`config.mk`:
```
export PLATFORM = sky130hd
export DESIGN_NAME = pmp_unit
export DESIGN_NICKNAME = d
export VERILOG_FILES = /design/src/rtl/pmp_pkg.sv /design/src/rtl/pmp_regs.sv /design/src/rtl/pmp_match.sv /design/src/rtl/pmp_select.sv /design/src/rtl/pmp_unit.sv
export SDC_FILE = /design/constraint.sdc
export NUM_CORES = 2
export LEC_CHECK = 0
export ABC_CLOCK_PERIOD_IN_PS = 16000
export BUFFER_PORTS_ARGS = -buffer_cell sky130_fd_sc_hd__buf_2
export CORE_MARGIN = 5
export CORE_UTILIZATION = 45
export CTS_CLUSTER_DIAMETER = 50
export DETAILED_ROUTE_END_ITERATION = 8
export SETUP_SLACK_MARGIN = 0.05
export SLEW_MARGIN = 0
export SYNTH_ARGS = -nofsm -noshare
export SYNTH_HDL_FRONTEND = slang
export SYNTH_SLANG_ARGS = --single-unit
```
`constraint.sdc`:
```
create_clock -name clk -period 16 [get_ports clk]
set_input_delay 0.8 -clock clk [delete_from_list [all_inputs] [get_ports clk]]
set_output_delay 0.8 -clock clk [all_outputs]
set_load 0.1 [all_outputs]
```
`src/rtl/pmp_pkg.sv`:
```
// Package: shared types and constants for the protection unit.
// Assumes a 32-bit control-register data path and 34-bit physical addresses.
package pmp_pkg;

    localparam int XLEN    = 32;
    localparam int PA_W    = 34;
    localparam int CAUSE_W = 4;

    localparam logic [11:0] CSR_CFG_BASE  = 12'h3A0;
    localparam logic [11:0] CSR_ADDR_BASE = 12'h3B0;

    localparam logic [CAUSE_W-1:0] CAUSE_NONE  = 4'd0;
    localparam logic [CAUSE_W-1:0] CAUSE_FETCH = 4'd1;
    localparam logic [CAUSE_W-1:0] CAUSE_LOAD  = 4'd5;
    localparam logic [CAUSE_W-1:0] CAUSE_STORE = 4'd7;

    typedef enum logic [1:0] {
        AM_OFF   = 2'b00,
        AM_TOR   = 2'b01,
        AM_NA4   = 2'b10,
        AM_NAPOT = 2'b11
    } amode_e;

    typedef enum logic [1:0] {
        ACC_FETCH = 2'b00,
        ACC_LOAD  = 2'b01,
        ACC_STORE = 2'b10
    } acc_e;

    typedef struct packed {
        logic       lock;
        logic [1:0] rsv;
        amode_e     mode;
        logic       x;
        logic       w;
        logic       r;
    } cfg_t;

    // Turn a raw written byte into a legal configuration value
    function automatic cfg_t legalize(input logic [7:0] raw);
        cfg_t c;
        c     = cfg_t'(raw);
        c.rsv = 2'b00;
        return c;
    endfunction

endpackage

```
`src/rtl/pmp_regs.sv`:
```
// Module: register bank for the protection entries.
// Holds the configuration bytes and address registers and applies the lock
// rules on writes. Entries at or above NUM_ACTIVE are constant zero.
// Assumes NUM_ENTRIES is a multiple of four and NUM_ACTIVE <= NUM_ENTRIES.
module pmp_regs
    import pmp_pkg::*;
#(
    parameter int NUM_ENTRIES = 16,
    parameter int NUM_ACTIVE  = 8,
    parameter int AW          = 32
) (
    input  logic                             clk,
    input  logic                             rst_n,
    input  logic [11:0]                      csr_num,
    input  logic                             csr_we,
    input  logic [XLEN-1:0]                  csr_wdata,
    output logic [XLEN-1:0]                  csr_rdata,
    output cfg_t [NUM_ENTRIES-1:0]           cfg_o,
    output logic [NUM_ENTRIES-1:0][AW-1:0]   addr_o
);

    localparam int NCFG_REGS = NUM_ENTRIES / 4;

    cfg_t [NUM_ENTRIES-1:0]         cfg_q;
    logic [NUM_ENTRIES-1:0][AW-1:0] addr_q;

    logic [11:0]            cfg_off;
    logic [11:0]            addr_off;
    logic                   cfg_hit;
    logic                   addr_hit;
    logic [NUM_ENTRIES-1:0] cfg_wr;
    logic [NUM_ENTRIES-1:0] addr_wr;
    logic [NUM_ENTRIES-1:0] addr_lock;

    // Decode which register range the register number falls into
    always_comb begin
        cfg_off  = csr_num - CSR_CFG_BASE;
        addr_off = csr_num - CSR_ADDR_BASE;
        cfg_hit  = cfg_off < 12'(NCFG_REGS);
        addr_hit = addr_off < 12'(NUM_ENTRIES);
    end

    // Work out which address registers are frozen by a lock
    always_comb begin
        for (int n = 0; n < NUM_ENTRIES; n++) begin
            addr_lock[n] = cfg_q[n].lock;
        end
        for (int n = 0; n < NUM_ENTRIES - 1; n++) begin
            if (cfg_q[n+1].lock && (cfg_q[n+1].mode == AM_TOR)) begin
                addr_lock[n] = 1'b1;
            end
        end
    end

    // Per-entry write enables after range, lock and hardwiring checks
    always_comb begin
        for (int n = 0; n < NUM_ENTRIES; n++) begin
            cfg_wr[n]  = csr_we && cfg_hit && (cfg_off == 12'(n / 4))
                         && !cfg_q[n].lock && (n < NUM_ACTIVE);
            addr_wr[n] = csr_we && addr_hit && (addr_off == 12'(n))
                         && !addr_lock[n] && (n < NUM_ACTIVE);
        end
    end

    // Configuration byte storage
    always_ff @(posedge clk) begin
        if (!rst_n) begin
            cfg_q <= '0;
        end else begin
            for (int n = 0; n < NUM_ENTRIES; n++) begin
                if (cfg_wr[n]) begin
                    cfg_q[n] <= legalize(csr_wdata[8*(n%4) +: 8]);
                end
            end
        end
    end

    // Address register storage
    always_ff @(posedge clk) begin
        if (!rst_n) begin
            addr_q <= '0;
        end else begin
            for (int n = 0; n < NUM_ENTRIES; n++) begin
                if (addr_wr[n]) begin
                    addr_q[n] <= csr_wdata[AW-1:0];
                end
            end
        end
    end

    // Read multiplexer; unknown numbers read zero
    always_comb begin
        csr_rdata = '0;
        if (cfg_hit) begin
            for (int k = 0; k < NCFG_REGS; k++) begin
                if (cfg_off == 12'(k)) begin
                    for (int b = 0; b < 4; b++) begin
                        csr_rdata[8*b +: 8] = cfg_q[4*k+b];
                    end
                end
            end
        end else if (addr_hit) begin
            for (int n = 0; n < NUM_ENTRIES; n++) begin
                if (addr_off == 12'(n)) begin
                    csr_rdata = XLEN'(addr_q[n]);
                end
            end
        end
    end

    assign cfg_o  = cfg_q;
    assign addr_o = addr_q;

endmodule

```
`src/rtl/pmp_match.sv`:
```
// Module: region matcher for one entry.
// Decides whether a byte address falls inside the entry's region for the
// selected mode. Purely combinational; assumes AW = PA_W - 2.
module pmp_match
    import pmp_pkg::*;
#(
    parameter int AW = 32
) (
    input  amode_e          mode,
    input  logic [AW-1:0]   addr_cur,
    input  logic [AW-1:0]   addr_prev,
    input  logic [AW+1:0]   chk_addr,
    output logic            hit
);

    logic [AW-1:0] word;
    logic [AW+1:0] v;
    logic [AW+1:0] v_inc;
    logic [AW+1:0] napot_lo;
    logic [AW+1:0] napot_hi;

    // Derive the word index and the power-of-two region bounds
    always_comb begin
        word     = chk_addr[AW+1:2];
        v        = {addr_cur, 2'b11};
        v_inc    = v + 1'b1;
        napot_lo = v & v_inc;
        napot_hi = v | v_inc;
    end

    // Select the compare for the configured mode
    always_comb begin
        unique case (mode)
            AM_TOR:   hit = (word >= addr_prev) && (word < addr_cur);
            AM_NA4:   hit = (word == addr_cur);
            AM_NAPOT: hit = (chk_addr >= napot_lo) && (chk_addr <= napot_hi);
            default:  hit = 1'b0;
        endcase
    end

endmodule

```
`src/rtl/pmp_select.sv`:
```
// Module: priority selector and permission decision.
// Picks the lowest-numbered matching entry and applies its permissions,
// honouring the lock bit for machine mode. The reserved kind is treated as a store.
module pmp_select
    import pmp_pkg::*;
#(
    parameter int NUM_ENTRIES = 16
) (
    input  logic [NUM_ENTRIES-1:0] hits,
    input  cfg_t [NUM_ENTRIES-1:0] cfg,
    input  logic [1:0]             kind,
    input  logic                   mmode,
    output logic                   allow,
    output logic [CAUSE_W-1:0]     cause
);

    logic found;
    cfg_t win;
    logic perm;

    // Find the first matching entry in index order
    always_comb begin
        found = 1'b0;
        win   = '0;
        for (int n = 0; n < NUM_ENTRIES; n++) begin
            if (!found && hits[n]) begin
                found = 1'b1;
                win   = cfg[n];
            end
        end
    end

    // Apply the winning permissions and form the fault cause
    always_comb begin
        unique case (kind)
            ACC_FETCH: perm = win.x;
            ACC_LOAD:  perm = win.r;
            default:   perm = win.w;
        endcase
        if (found) begin
            allow = perm || (mmode && !win.lock);
        end else begin
            allow = mmode;
        end
        if (allow) begin
            cause = CAUSE_NONE;
        end else begin
            unique case (kind)
                ACC_FETCH: cause = CAUSE_FETCH;
                ACC_LOAD:  cause = CAUSE_LOAD;
                default:   cause = CAUSE_STORE;
            endcase
        end
    end

endmodule

```
`src/rtl/pmp_unit.sv`:
```
// Module: physical memory protection unit, top level.
// Ties the register bank to one matcher per implemented entry and to the
// priority selector. Assumes PA_W = XLEN + 2 so an address register fills
// a whole control register.
module pmp_unit
    import pmp_pkg::*;
#(
    parameter int NUM_ENTRIES = 16,
    parameter int NUM_ACTIVE  = 8
) (
    input  logic                  clk,
    input  logic                  rst_n,
    input  logic [11:0]           csr_num,
    input  logic                  csr_we,
    input  logic [XLEN-1:0]       csr_wdata,
    output logic [XLEN-1:0]       csr_rdata,
    input  logic [PA_W-1:0]       chk_addr,
    input  logic [1:0]            chk_kind,
    input  logic                  chk_mmode,
    output logic                  chk_allow,
    output logic [CAUSE_W-1:0]    chk_cause
);

    localparam int AW = PA_W - 2;

    cfg_t [NUM_ENTRIES-1:0]         cfg_w;
    logic [NUM_ENTRIES-1:0][AW-1:0] addr_w;
    logic [NUM_ENTRIES-1:0]         hits;

    pmp_regs #(
        .NUM_ENTRIES (NUM_ENTRIES),
        .NUM_ACTIVE  (NUM_ACTIVE),
        .AW          (AW)
    ) regs_i (
        .clk       (clk),
        .rst_n     (rst_n),
        .csr_num   (csr_num),
        .csr_we    (csr_we),
        .csr_wdata (csr_wdata),
        .csr_rdata (csr_rdata),
        .cfg_o     (cfg_w),
        .addr_o    (addr_w)
    );

    for (genvar n = 0; n < NUM_ENTRIES; n++) begin : g_ent
        if (n < NUM_ACTIVE) begin : g_live
            logic [AW-1:0] prev;
            if (n == 0) begin : g_first
                assign prev = '0;
            end else begin : g_next
                assign prev = addr_w[n-1];
            end
            pmp_match #(.AW(AW)) match_i (
                .mode      (cfg_w[n].mode),
                .addr_cur  (addr_w[n]),
                .addr_prev (prev),
                .chk_addr  (chk_addr),
                .hit       (hits[n])
            );
        end else begin : g_tied
            assign hits[n] = 1'b0;
        end
    end

    pmp_select #(.NUM_ENTRIES(NUM_ENTRIES)) sel_i (
        .hits  (hits),
        .cfg   (cfg_w),
        .kind  (chk_kind),
        .mmode (chk_mmode),
        .allow (chk_allow),
        .cause (chk_cause)
    );

endmodule

```
==> out/metrics.sh <==
POST_DRT_VIA_CELL_RATIO=6.26
DRT_ITER0_DRC=3338
CRITPATHSLOWESTCELL='nor4b_1'
LAYOUT.NETS=5546
SETUP_TNS_AFTER_FINAL_LAYOUT_NS=0
VIOLATED_CHECKS='DRC'
CTS.PATH.MAX_BUFFERS=3
CRITICAL_PATH.CELL_CHAIN='and4_1 > and3_1 > nand3_1 > nor3_2 > and3_1 > and3_1 > and3_1 > and3_1 > and4_1 > a31oi_1 > ha_1 > nand4_1 > nor4b_1 > o311ai_0 > nand4_1 > a211o_1 > o211ai_4 > and3b_1 > a21oi_1 > o32ai_2 > o2bb2ai_1 > buf_2'
POST-PLACE-WS_NS=7.49
SEQUENTIAL_TO_TOTAL_AREA_SHARE_FROM_YOSYS_STAT_PCT=17.3
DIE_H_UM=290
CLOCK_SINKS=304
CRITICAL_PATH.MAX_FANOUT=10
SETUP_WS_NS=6.64
HOLD_VIOL=0
YS.WARNINGS.COUNT=0
ROUTE.VIAS.TOTAL=36296
ASYNCSETRESETFLOPFRACSYNTH_PCT=0
COUNT_OF_BUFFER_AND_INVERTER_CELLS_ON_THE_CRITICAL_PATH=1
SYNTH_FP_NETS=5579
HP-CLASS='reg -> reg'
LAYOUT.CELLS.MOST_COMMON_LIST='928 x nand2_1, 754 x ha_1, 384 x a21oi_1, 304 x dfxtp_1, 287 x a21boi_0'
WORST_IR_DROP_VDD_V=0.0000751
LEAKAGE_nW=13.3
GP_CONGESTION=0.994
DIE_AREA_SQ_UM=83800
DRT_DRC_VIOLATIONS_LEFT=1
HOLDBUFCOUNTCTS=0
WORSTSETUPENDPOINTTYPE='primary output'
SYNTH_SEQ_CELLS=304
RSZ_0062_RAISED_AFTER_GLOBAL_ROUTING='false'
CTS-ROOT-BUF='clkbuf_16'
FP-ROW-COUNT=102
POSTCTSRESIZEDCELLS=0
WORST_CLOCK_SKEW_NS=0.0380
POST_SYNTH_EDFFS=0
SLEW_HEADROOM_PCT=18.8
CELL_VARIETY_AFTER_SYNTH=99
FINAL_MIN_PERIOD_OVER_CLOCK_PERIOD_PCT=58.5
MOST_COMMON_CELL_AFTER_LAYOUT_FILL_AND_TAPS_ASIDE='nand2_1'
LENGTH_OF_THE_FIRST_DETAILED_ROUTING_PASS_IN_ITERATIONS=9
SETUP_VIOL=0
CTS_SETUP_BUFFERS=0
FINALWIRELENGTH_MM=144
WORSTMARGINPINSLEW_NS=1.22
SYNTH_TOP_AREA_SHARE_PCT=26.8
AVGROUTEDWIREPERCELL_UM=24.8
FLOORPLAN.IO_PINS=121
DIE_W_UM=290
FIRST_PASS_GRT_WIRE_LENGTH_MM=213
SYNTHESIS.AREA_SQ_UM=35200
RUN_STATUS='finished, violations left'
SYN-INSTANCE-COUNT=4741
LEVEL_COUNT_OF_THE_CLOCK_H_TREE=2
POSTSYNTH.TOPFLOPCELL='dfxtp_1'
ENDPOINT_REQUIRED_TIME_ON_THE_CRITICAL_PATH_NS=15.20
ARRIVAL_NS=8.56
WORST_PATH_LARGEST_CELL_DELAY_NS=0.93
CLOCK_INSERTION_DELAY_WORST_SKEW_NS=0.63
GRT_USE_TOTAL_PCT=33.2
POWER_DENSITY_nW_PER_UM2=59.6
DRIVE_ABOVE_1_SHARE_PCT=7.12
OVERFLOW=0
DETAIL-ROUTE-ANTENNA-NETS=0
NUMBER_OF_GLOBAL_ROUTE_VIAS_BEFORE_REPAIR=34320
CLOCK.FMAX_MHz=107
PERIOD_MINUS_SLACK_NS=9.36
FINAL_MAX_SLEW_VIOL_COUNT=0
PLACE.DETAILED.HPWL_MM=110
COUNT_OF_INPUT_AND_OUTPUT_BUFFERS=119
CORE_REGION_AREA_SQ_UM=77500
YOSYSTOPAREACELL='ha_1'
CRITPATHKIND='reg -> out'
CAP_VIOLATIONS=0
AREA_GROWTH_PCT=8.76
CLOCK_TREE_FROM_TRITONCTS='built'
STARTING_DENSITY_OF_THE_CORE_PCT=45.4
WORST_SETUP_PATH_START_KIND='register'
GRT_MAX_DEGREE=122
CRITPATHMOSTFREQUENTCELL='and3_1'
CTS-BUFFERS-INSERTED=50
CLK_TRANSITION_REPORTED_PATHS_NS=0.06
CRITICAL_PATH.TOP_DELAY_FAMILY='simple AND/OR/NAND/NOR gates'
SYNTHTOPCELLSBYAREA='ha_1 27%, dfxtp_1 17%, nand2_1 10%, a21boi_0 6.1%, a21oi_1 5.5%'
N_FILL_CELL=7791
SYNTH.AVG_CELL_AREA_SQ_UM=7.41
ANTENNA_VIOLATIONS_BEFORE_REPAIR=8
[cells by family after synthesis]
family	synth area share, %
AO/OA/AOI/OAI	24.7
adder cells (fa/ha/maj)	26.8
AND/OR/NAND/NOR	24.1
other	0.0107
multiplexers	1.23
buffers and inverters	5.77
flip-flops	17.3
[worst register-to-register path: cells and delay by family, from the launching register on]
| kind | cells | cell delay, ns |
|---|---|---|
| and+or+nand+nor | 2 | 0.76 |
| DFF | 1 | 0.49 |
| AOI/OAI and AO/OA | 2 | 0.76 |
| buffers and inverters | 2 | 0.66 |
[synth_stat cells, types with 6 or more instances]
library cell,count
clkbuf_1,218
o21a_1,12
nor4_1,26
a31oi_1,56
clkbuf_2,7
and2_1,24
nand2_1,933
mux2_2,18
nor4_2,6
nand4_1,146
o31ai_1,9
nor3_1,48
a21oi_1,384
o211ai_1,21
buf_2,15
or2_2,7
a222oi_1,70
o21ai_0,213
buf_4,9
nor2b_1,61
o211a_1,6
dfxtp_1,304
a2111oi_0,12
nand3_1,148
a22oi_1,22
or4_1,12
nor2_1,233
a21o_1,62
a211oi_1,32
nand2b_1,51
and3_1,36
a22o_1,8
mux2i_1,23
and4_1,33
a221oi_1,20
a311oi_1,9
a21boi_0,287
a221o_1,8
ha_1,754
inv_1,272
a211o_1,6
o31a_1,10
[registers in the layout, indices dropped and copies added, names as in the netlist]
register       count
regs_i.addr_o    256
regs_i.cfg_o      48
[cell type report]
class | count | area [sq um] | area share [%]
clock inverters | 33 | 405 | 1.06
repair buffers | 167 | 965 | 2.52
multi-input cells | 3913 | 27100 | 70.9
diodes | 9 | 22.5 | 0.0589
flip-flops and latches | 304 | 6090 | 15.9
clock buffers | 60 | 1340 | 3.50
well taps | 1040 | 1300 | 3.40
inverters | 272 | 1020 | 2.67
[metrics by stage]
| stage | power [W] | instance area, sq um | hold slack (ns) | cells | utilization, % |
|---|---|---|---|---|---|
| after floorplan | 0.000988 | 35200 | 0.462 | 4741 | - |
| after global placement | 0.00112 | 36500 | 0.487 | 5696 | 47.1 |
| after detailed placement | 0.00113 | 36500 | 0.497 | 5696 | 47.1 |
| after CTS | 0.00228 | 38200 | 0.513 | 5789 | 49.3 |
| after global routing | 0.00236 | 38200 | 0.539 | 5791 | 49.3 |
| final | 0.00228 | 38200 | 0.515 | 5798 | 49.4 |
[power by group]
| group | switching, W | total [W] | internal (W) |
|---|---|---|---|
| Sequential | 0.0000000242 | 0.000757 | 0.000757 |
| Combinational | 0.000230 | 0.000362 | 0.000132 |
| Clock | 0.000466 | 0.00116 | 0.000694 |
[metal layers]
layer  part of all wire, %  wire (um)  GRT usage, %
met3                   8.3      11900          4.11
met1                    41      58700          43.1
met2                    44      63200          53.4
met4                   6.9       9860          19.2
met5                0.0097         14             0
[path summary, 6_finish.rpt]
path	startpoint	endpoint	slack, ns	depth (start not counted)
hold / removal	regs_i.addr_o[117]	regs_i.addr_o[117]	0.52	2
setup reg to reg	regs_i.cfg_o[20]	regs_i.addr_o[42]	13.20	6
hold reg to reg	regs_i.addr_o[117]	regs_i.addr_o[117]	0.52	2
setup / recovery	regs_i.addr_o[1]	chk_allow	6.64	22
(Power assumes the default switching activity.)
